### config.mk
export PLATFORM = sky130hd
export DESIGN_NAME = xcfg_loader
export DESIGN_NICKNAME = d
export VERILOG_FILES = /design/src/rtl/xcfg_pkg.sv /design/src/rtl/xcfg_addr_seq.sv /design/src/rtl/xcfg_slice_shift.sv /design/src/rtl/xcfg_commit.sv /design/src/rtl/xcfg_loader.sv
export SDC_FILE = /design/constraint.sdc
export NUM_CORES = 1
export LEC_CHECK = 0
export BUFFER_PORTS_ARGS = -buffer_cell sky130_fd_sc_hd__buf_2
export CAP_MARGIN = 20
export CORE_MARGIN = 5
export CORE_UTILIZATION = 61
export DETAILED_ROUTE_END_ITERATION = 12
export PLACE_DENSITY = 0.86
export SLEW_MARGIN = 40
export SYNTH_ARGS = -nofsm -noshare
export SYNTH_HDL_FRONTEND = slang
export SYNTH_SLANG_ARGS = --single-unit
### constraint.sdc
create_clock -name clk -period 2.1 [get_ports clk]
set_input_delay 0.42 -clock clk [delete_from_list [all_inputs] [get_ports clk]]
set_output_delay 0.42 -clock clk [all_outputs]
set_load 0.02 [all_outputs]
### src/rtl/xcfg_pkg.sv
package xcfg_pkg;

  typedef enum logic {
    PH_IDLE = 1'b0,
    PH_FILL = 1'b1
  } xcfg_phase_e;

  // next word index, wrapping to zero after the last one
  function automatic int unsigned next_index(input int unsigned cur,
                                             input int unsigned last);
    return (cur == last) ? 0 : cur + 1;
  endfunction

  // position of select bit `bitpos` of output `port` in the flat bus
  function automatic int unsigned flat_pos(input int unsigned port,
                                           input int unsigned bitpos,
                                           input int unsigned sel_w);
    return port * sel_w + bitpos;
  endfunction

endpackage

### src/rtl/xcfg_addr_seq.sv
module xcfg_addr_seq
  import xcfg_pkg::*;
#(
  parameter int WORDS = 4,
  parameter int AW    = (WORDS > 1) ? $clog2(WORDS) : 1
) (
  input  logic          clk,
  input  logic          rst_n,
  input  logic          start,
  output logic [AW-1:0] idx,
  output logic          filling,
  output logic          shift_en,
  output logic          last_word
);
  localparam int unsigned LAST = WORDS - 1;

  xcfg_phase_e   phase_q;
  logic [AW-1:0] idx_q;

  always_ff @(posedge clk or negedge rst_n) begin
    if (!rst_n) begin
      phase_q <= PH_IDLE;
      idx_q   <= '0;
    end else if (start) begin
      phase_q <= PH_FILL;
      idx_q   <= '0;
    end else if (phase_q == PH_FILL) begin
      idx_q <= AW'(next_index(int'(idx_q), LAST));
      if (int'(idx_q) == LAST) phase_q <= PH_IDLE;
    end
  end

  assign idx       = idx_q;
  assign filling   = (phase_q == PH_FILL);
  assign shift_en  = filling && !start;
  assign last_word = shift_en && (int'(idx_q) == LAST);

  AST_ADDR_ADVANCE: assert property (@(posedge clk) disable iff (!rst_n)
    (shift_en && !last_word) |=> (idx == $past(idx) + 1'b1));
  AST_ADDR_WRAP: assert property (@(posedge clk) disable iff (!rst_n)
    last_word |=> (idx == '0 && !shift_en));
  AST_RESTART_ZERO: assert property (@(posedge clk) disable iff (!rst_n)
    start |=> (idx == '0 && filling));
  AST_IDLE_HOLD: assert property (@(posedge clk) disable iff (!rst_n)
    (!filling && !start) |=> $stable(idx));

endmodule

### src/rtl/xcfg_slice_shift.sv
module xcfg_slice_shift
  import xcfg_pkg::*;
#(
  parameter int PORTS = 16,
  parameter int SEL_W = 4,
  localparam int FLAT = PORTS * SEL_W
) (
  input  logic             clk,
  input  logic             rst_n,
  input  logic             shift_en,
  input  logic [PORTS-1:0] word,
  output logic [FLAT-1:0]  staged
);

  // one shift register per output; a new bit enters at the top, so the
  // first word in time ends up in bit 0 after SEL_W shifts
  for (genvar p = 0; p < PORTS; p++) begin : g_port
    logic [SEL_W-1:0] sr_q;

    always_ff @(posedge clk or negedge rst_n) begin
      if (!rst_n)        sr_q <= '0;
      else if (shift_en) sr_q <= {word[p], sr_q[SEL_W-1:1]};
    end

    assign staged[flat_pos(p, SEL_W - 1, SEL_W) -: SEL_W] = sr_q;
  end

  AST_STAGE_FROZEN: assert property (@(posedge clk) disable iff (!rst_n)
    !shift_en |=> $stable(staged));
  AST_STAGE_ENTRY0: assert property (@(posedge clk) disable iff (!rst_n)
    shift_en |=> (staged[SEL_W-1] == $past(word[0])));

endmodule

### src/rtl/xcfg_commit.sv
module xcfg_commit #(
  parameter int FLAT = 64
) (
  input  logic            clk,
  input  logic            rst_n,
  input  logic            start,
  input  logic            last_word,
  input  logic            auto_mode,
  input  logic            ext_take,
  input  logic [FLAT-1:0] staged,
  output logic            commit,
  output logic            ready,
  output logic [FLAT-1:0] sel
);
  logic            commit_q;
  logic            ready_q;
  logic [FLAT-1:0] sel_q;

  always_ff @(posedge clk or negedge rst_n) begin
    if (!rst_n) begin
      commit_q <= 1'b0;
      ready_q  <= 1'b0;
      sel_q    <= '0;
    end else begin
      commit_q <= (last_word && auto_mode) || ext_take;
      if (commit_q) sel_q <= staged;
      if (start || ext_take)           ready_q <= 1'b0;
      else if (commit_q)               ready_q <= 1'b1;
      else if (last_word && !auto_mode) ready_q <= 1'b1;
    end
  end

  assign commit = commit_q;
  assign ready  = ready_q;
  assign sel    = sel_q;

  AST_ONE_CYCLE_PULSE: assert property (@(posedge clk) disable iff (!rst_n)
    commit |=> !commit);
  AST_SEL_HOLD: assert property (@(posedge clk) disable iff (!rst_n)
    !commit |=> $stable(sel));
  AST_READY_DROP: assert property (@(posedge clk) disable iff (!rst_n)
    start |=> !ready);
  AST_READY_AFTER_PULSE: assert property (@(posedge clk) disable iff (!rst_n)
    (commit && !start) |=> ready);
  AST_LOADED_ON_PULSE: assert property (@(posedge clk) disable iff (!rst_n)
    commit |=> (sel == $past(staged)));

endmodule

### src/rtl/xcfg_loader.sv
module xcfg_loader
  import xcfg_pkg::*;
#(
  parameter int PORTS = 16,
  parameter int SEL_W = 4,
  localparam int AW   = (SEL_W > 1) ? $clog2(SEL_W) : 1,
  localparam int FLAT = PORTS * SEL_W
) (
  input  logic             clk,
  input  logic             rst_n,
  input  logic             ld_mode,
  input  logic             load,
  input  logic             auto_cfg,
  input  logic             cfg_n,
  input  logic             addr_en_n,
  input  logic [PORTS-1:0] mem_word,
  output logic [AW-1:0]    mem_addr,
  output logic             mem_addr_oe,
  output logic             ready,
  output logic             commit,
  output logic [FLAT-1:0]  sel_bus
);
  logic load_q;
  logic cfg_q;
  logic start;
  logic strobe_fall;
  logic ext_take;
  logic filling;
  logic shift_en;
  logic last_word;
  logic [FLAT-1:0] staged;

  always_ff @(posedge clk or negedge rst_n) begin
    if (!rst_n) begin
      load_q <= 1'b0;
      cfg_q  <= 1'b1;
    end else begin
      load_q <= load;
      cfg_q  <= cfg_n;
    end
  end

  // named internal events
  assign start       = ld_mode && load && !load_q;
  assign strobe_fall = cfg_q && !cfg_n;
  assign ext_take    = strobe_fall && !auto_cfg && !filling;

  xcfg_addr_seq #(.WORDS(SEL_W), .AW(AW)) u_seq (
    .clk       (clk),
    .rst_n     (rst_n),
    .start     (start),
    .idx       (mem_addr),
    .filling   (filling),
    .shift_en  (shift_en),
    .last_word (last_word)
  );

  xcfg_slice_shift #(.PORTS(PORTS), .SEL_W(SEL_W)) u_shift (
    .clk      (clk),
    .rst_n    (rst_n),
    .shift_en (shift_en),
    .word     (mem_word),
    .staged   (staged)
  );

  xcfg_commit #(.FLAT(FLAT)) u_commit (
    .clk       (clk),
    .rst_n     (rst_n),
    .start     (start),
    .last_word (last_word),
    .auto_mode (auto_cfg),
    .ext_take  (ext_take),
    .staged    (staged),
    .commit    (commit),
    .ready     (ready),
    .sel       (sel_bus)
  );

  assign mem_addr_oe = !addr_en_n;

  AST_MODE_GATE: assert property (@(posedge clk) disable iff (!rst_n)
    (!ld_mode && !filling) |=> !filling);
  AST_AUTO_NO_STROBE: assert property (@(posedge clk) disable iff (!rst_n)
    (auto_cfg && !last_word) |=> !commit);
  AST_STROBE_READY_LOW: assert property (@(posedge clk) disable iff (!rst_n)
    ext_take |=> (commit && !ready));

endmodule

==> metrics.txt, run 1 <==
outcome complete, no violations; routability cong. 0.758; most frequent cells in the layout dfrtp_1, buf_2, nand2b_1; Max Root-Sink Buffers 2; routed vias/inst 6.05; Yosys warnings 0; CTS Hold Bufs 2; die area 12300 sq um; hold path start mem_word[1]; Num CTS Buffers 17; fin crit share 0.842; largest net degree at the start of global routing 71; commonest non-fill, non-tap cell in the layout dfrtp_1; R2R Setup Slk 0.53 ns; CTS tree yes; CP required 1.68 ns; clk_lat worst skew 0.52 ns; initial antenna violation count 2; Post-CTS Setup Bufs 0; f_max 0.565 GHz; DR DRC count 0; Power Density 1590 nW/um^2; Reg-to-Reg Start u_seq.filling; skew final 0.00937 ns; Clk pin slew, worst setup/hold paths 0.06 ns; critical path depth 2; Final min period 1.77 ns; starting DRC count in detailed routing 288; post-cts gate resize count 0; WS Path Type flip-flop to primary output; Async SR Flop Fraction 1.00; IO Port Bufs 91; P_leak 0.00319 uW; synthesized area 6210 sq um; maxcap violations 0; EDFF count, synth 0; DR WL/cell 18.2 um; final WL 13400 um; Netlist cell types 26; RSZ-0062 raised after global routing no; Syn Inst Count 522; Nets 617; crit start category flip-flop; post-synthesis register bit count 135; HPWL after detailed placement 7990 um; hold depth 3; Hold WC Path Type primary input to flip-flop; # setup viols final 0; worst-path fanout max 41; Bufs and invs on worst path 2; Sinks on Clock Net 135; Core Area 9860 sq um; DRT Pass-1 Iters 5; final antenna-violating net count 0; total number of vias 4471; H-tree levels 4; Slew Viols, Final 0; Most used DFF post-synth dfrtp_1; hold endpoint u_shift.g_port[1].sr_q[3]; critical path endpoint category primary output; Placed Area 6730 sq um; Final Cell Area 7290 sq um; die height 111 um; row count 36; Worst path slowest cell dfrtp_2; gr ovfl total 0; Hold Fails Final Rpt 0; Rel. slew slack 0.544; layout cells sized above 1 0.340; Avg Cell Area, Syn 11.9 sq um; total negative slack 0 ns; max incr delay on CP 0.39 ns; reg2reg end u_shift.g_port[12].sr_q[1]; die width 111 um; vias in the first global route 4576; synthesized net count 546; Seq/Total Area, Yosys 0.544; worst r2r path cells 3; Area Overhead vs Synth 17.2%; CP delay by family, top buffers and inverters; Peak VDD IR 974 uV; Total GRT Usage 0.228; worst slew pin tran 0.684 ns; Crit path arrival time 1.35 ns; crit-path cells buf_12 > buf_2; first-pass GRT wire length 22800 um; # diodes 0; I/O pin count 92; Root Buffer clkbuf_8; Starting Density 0.630
-- worst min-delay path, cell delays in order --
cell	delay (ns)
buf_2	0.10
nand2_1	0.05
o211ai_1	0.07
-- flip-flops by register name (all words and copies together) (netlist names) --
name,cells
u_commit.commit,1
cfg_q,1
u_commit.sel,64
u_seq.idx,2
u_seq.filling,1
u_shift.g_port.sr_q,64
load_q,1
u_commit.ready,1
-- worst max-delay path by stage --
stage | from | endpoint
final | u_commit.commit | commit
after global routing | u_commit.commit | commit
after CTS | u_commit.commit | commit
after detailed placement | load_q | u_shift.g_port[4].sr_q[0]
after global placement | load_q | u_shift.g_port[8].sr_q[0]
after floorplan | u_commit.commit | u_commit.sel[0]
-- where the power goes --
part	switching, uW	internal (uW)	leakage, uW	total [uW]
Clock	1010	1660	0.000264	2670
Sequential	1140	3840	0.00167	4980
Combinational	2090	1870	0.00126	3970
-- through the flow --
stage	total power, uW	std cells	setup WS, ns	hold WS (ns)	utilization
floorplan	7640	522	0.791	0.124	-
global placement	8680	705	0.628	0.428	0.683
finish	11600	739	0.331	0.166	0.739
CTS	11700	739	0.287	0.148	0.739
detailed placement	8950	705	0.570	0.435	0.683
global route	12300	739	0.270	0.168	0.739
-- synth_stat cells (2+ instances only) --
cell      number  area share
buf_1          3      0.0018
buf_2         30       0.024
buf_4          2      0.0024
buf_6          4      0.0072
clkbuf_1      12      0.0072
dfrtp_1      134        0.54
inv_1          2      0.0012
mux2_2        64        0.12
nand2_1       64       0.039
nand2b_1      65       0.065
nand4b_1      64       0.090
nor2_1         2      0.0012
o211ai_1      54       0.065
o211ai_2      10       0.020
-- final cells by class --
class	instances	area, sq um
timing repair buffer	103	632
multi-input combinational	334	2560
inverter	2	7.51
tap	133	166
fill	651	2580
sequential	135	3390
clock buffer	27	482
clock inverter	5	50.0
-- routing by layer --
| metal | track usage | wire, um |
|---|---|---|
| met1 | 0.285 | 5570 |
| met2 | 0.371 | 6780 |
| met3 | 0.0622 | 704 |
| met4 | 0.101 | 333 |
| met5 | 0 | 29 |
-- kinds of logic after synthesis --
logic type,count (synthesis),synth area share
buffers and inverters,53,0.0441
and+or+nand+nor,200,0.203
AOI/OAI and AO/OA,68,0.0898
muxes,65,0.118
DFF,135,0.544
adders and majority gates,1,0.00201
No activity file was read; power rests on OpenSTA's default activity.
==> run 2: changes to the inputs <==
--- a/config.mk
+++ b/config.mk
@@ -8,9 +8,9 @@
 export BUFFER_PORTS_ARGS = -buffer_cell sky130_fd_sc_hd__buf_2
 export CAP_MARGIN = 20
 export CORE_MARGIN = 5
-export CORE_UTILIZATION = 61
+export CORE_UTILIZATION = 51
 export DETAILED_ROUTE_END_ITERATION = 12
-export PLACE_DENSITY = 0.86
+export PLACE_DENSITY = 0.77
 export SLEW_MARGIN = 40
 export SYNTH_ARGS = -nofsm -noshare
 export SYNTH_HDL_FRONTEND = slang
==> constraint.sdc (replaced) <==
create_clock -name clk -period 1.55 [get_ports clk]
set_input_delay 0.31 -clock clk [delete_from_list [all_inputs] [get_ports clk]]
set_output_delay 0.31 -clock clk [all_outputs]
set_load 0.02 [all_outputs]
==> metrics.txt, run 2 (synthesized netlist as in run 1, its figures left out) <==
largest net degree at the start of global routing 71 (unchanged); max incr delay on CP 0.45 ns (+0.06 ns); die area 14500 sq um (+18%); total internal power 10300 uW (+40%); crit-path cells buf_12 > buf_2; GR Util met3 0.0547 (-0.00750); Hold Fails Final Rpt 0 (unchanged); met2 Track Usage GR 0.320 (-0.0514); total number of vias 4432 (-0.87%); maxcap violations 0 (unchanged); P_leak 0.00327 uW (+2.6%); H-tree levels 4 (unchanged); routability cong. 0.750 (-1.1%); Peak VDD IR 1290 uV (+32%); Clk pin slew, worst setup/hold paths 0.06 ns (about the same); critical path endpoint category primary output; clk_lat worst skew 0.41 ns (-0.11 ns); DRT Pass-1 Iters 5 (unchanged); final antenna-violating net count 0 (unchanged); Num CTS Buffers 17 (unchanged); Switching Share 0.357 (-0.00918); Starting Density 0.520 (-0.110); Core Area 12000 sq um (+21%); f_max 0.662 GHz; RSZ-0062 raised after global routing no; Crit path arrival time 1.20 ns (-0.15 ns); vias in the first global route 4519 (-1.2%); P_sw 5740 uW (+35%); Flop pwr share 0.406 (-0.023); # setup viols final 0 (unchanged); busiest grt layer met2; starting DRC count in detailed routing 319 (+11%); row count 40 (+11%); Root Buffer clkbuf_16; fin crit share 0.974; layout cells sized above 1 0.349 (+0.00925); die height 120 um (+8.5%); post-cts gate resize count 0 (unchanged); worst slew pin tran 0.546 ns (-0.138 ns); die width 120 um (+8.5%); CP required 1.24 ns (-0.44 ns); Total GRT Usage 0.200 (-0.0276); Final min period 1.51 ns; I/O pin count 92 (unchanged); crit start category flip-flop; Sinks on Clock Net 135 (unchanged); worst-path fanout max 11 (-73%); Clock Power Share 0.239 (+0.009); skew final 0.00816 ns (-0.00121 ns); initial antenna violation count 2 (unchanged); Nets 623 (+0.97%); Rel. slew slack 0.636 (+0.0918); total power 16100 uW (+38%); CTS tree yes; routed vias/inst 5.85 (-3.2%); WS Path Type flip-flop to primary output; DR DRC count 0 (unchanged); first-pass GRT wire length 23200 um (+1.6%); Gate power share 0.354 (+0.013); most frequent cells in the layout dfrtp_1, buf_2, nand2b_1; met1 usage 0.255 (-0.0292); DR WL/cell 18.5 um (+1.9%); outcome complete, no violations; Slew Viols, Final 0 (unchanged); Worst path slowest cell dfrtp_2; Power Density 2150 nW/um^2 (+35%); final WL 14000 um (+4.4%); Bufs and invs on worst path 2 (unchanged); Hold WC Path Type primary input to flip-flop; Max Root-Sink Buffers 2 (unchanged); IO Port Bufs 91 (unchanged); # diodes 0 (unchanged); CP delay by family, top flip-flops; Post-CTS Setup Bufs 0 (unchanged); Area Overhead vs Synth 20.4%; HPWL after detailed placement 8230 um (+3.0%); gr ovfl total 0 (unchanged); commonest non-fill, non-tap cell in the layout dfrtp_1; total negative slack 0 ns (unchanged)
run 2: cell types whose count changed in the layout (fill, tap and decap cells not counted):
cell and change:
clkinv_2 -3, clkbuf_1 -3, bufbuf_16 +1, clkbuf_16 +2
clkbuf_8 +3, buf_12 +4
run 2: path summary, 6_finish.rpt:
kind / start / end / slack, ns / cells after the start
worst max register to register: u_commit.commit / u_commit.sel[13] / 0.25 / 2
worst min-delay path: mem_word[5] / u_shift.g_port[5].sr_q[3] / 0.17 / 3
min in group asynchronous: rst_n / u_commit.sel[56] / 0.38 / 2
worst min register to register: u_commit.sel[62] / u_commit.sel[62] / 0.50 / 1
worst max-delay path: u_commit.commit / commit / 0.04 / 2
max in group asynchronous: rst_n / u_shift.g_port[6].sr_q[1] / 0.59 / 3
run 2: layout make-up:
type | count | area, sq um
Clock inverter | 2 | 35.0
Inverter | 2 | 7.51
Sequential cell | 135 | 3390
Fill cell | 898 | 4480
Clock buffer | 28 | 537
Timing Repair Buffer | 109 | 769
Tap cell | 147 | 184
Multi-Input combinational cell | 334 | 2560
run 2: power groups by stage:
| stage | clock network, uW | registers [uW] | logic (uW) |
|---|---|---|---|
| 6_report | 3850 | 6540 | 5700 |
| 4_1_cts | 3920 | 6540 | 5760 |
| 3_5_place_dp | 0 | 6580 | 5670 |
| 3_3_place_gp | 0 | 6440 | 5450 |
| 5_1_grt | 4090 | 6760 | 6270 |
| 2_1_floorplan | 0 | 7200 | 3150 |
run 2: stage by stage:
| stage | cell area, sq um | std cells | util | setup slack, ns | hold slack (ns) |
|---|---|---|---|---|---|
| final | 7480 | 757 | 0.625 | 0.0399 | 0.166 |
| after global placement | 6830 | 723 | 0.571 | 0.302 | 0.256 |
| after global routing | 7480 | 757 | 0.625 | 0.00249 | 0.161 |
| after CTS | 7460 | 756 | 0.623 | 0.000480 | 0.154 |
| after floorplan | 6210 | 522 | - | 0.241 | 0.0144 |
| after detailed placement | 6830 | 723 | 0.571 | 0.290 | 0.265 |
run 2: worst reg2reg max path, delay by kind of cell (launching register included):
| family | cells | cell delay [ns] |
|---|---|---|
| buffers and inverters | 1 | 0.34 |
| DFF | 1 | 0.43 |
| muxes | 1 | 0.41 |
run 2: metal layers:
layer	routed length, um	share of wire	vias up
li1	-	-	2029
met1	6020	0.43	2256
met2	7030	0.50	120
met3	676	0.048	23
met4	270	0.019	4
met5	21	0.0015	-
run 2: repair_timing:
item                                    in CTS  in global routing
hold buffers                                 2                  0
hold endpoints to repair                    36                  0
gates cloned                                 1                  1
endpoints found under the setup margin       1                  1
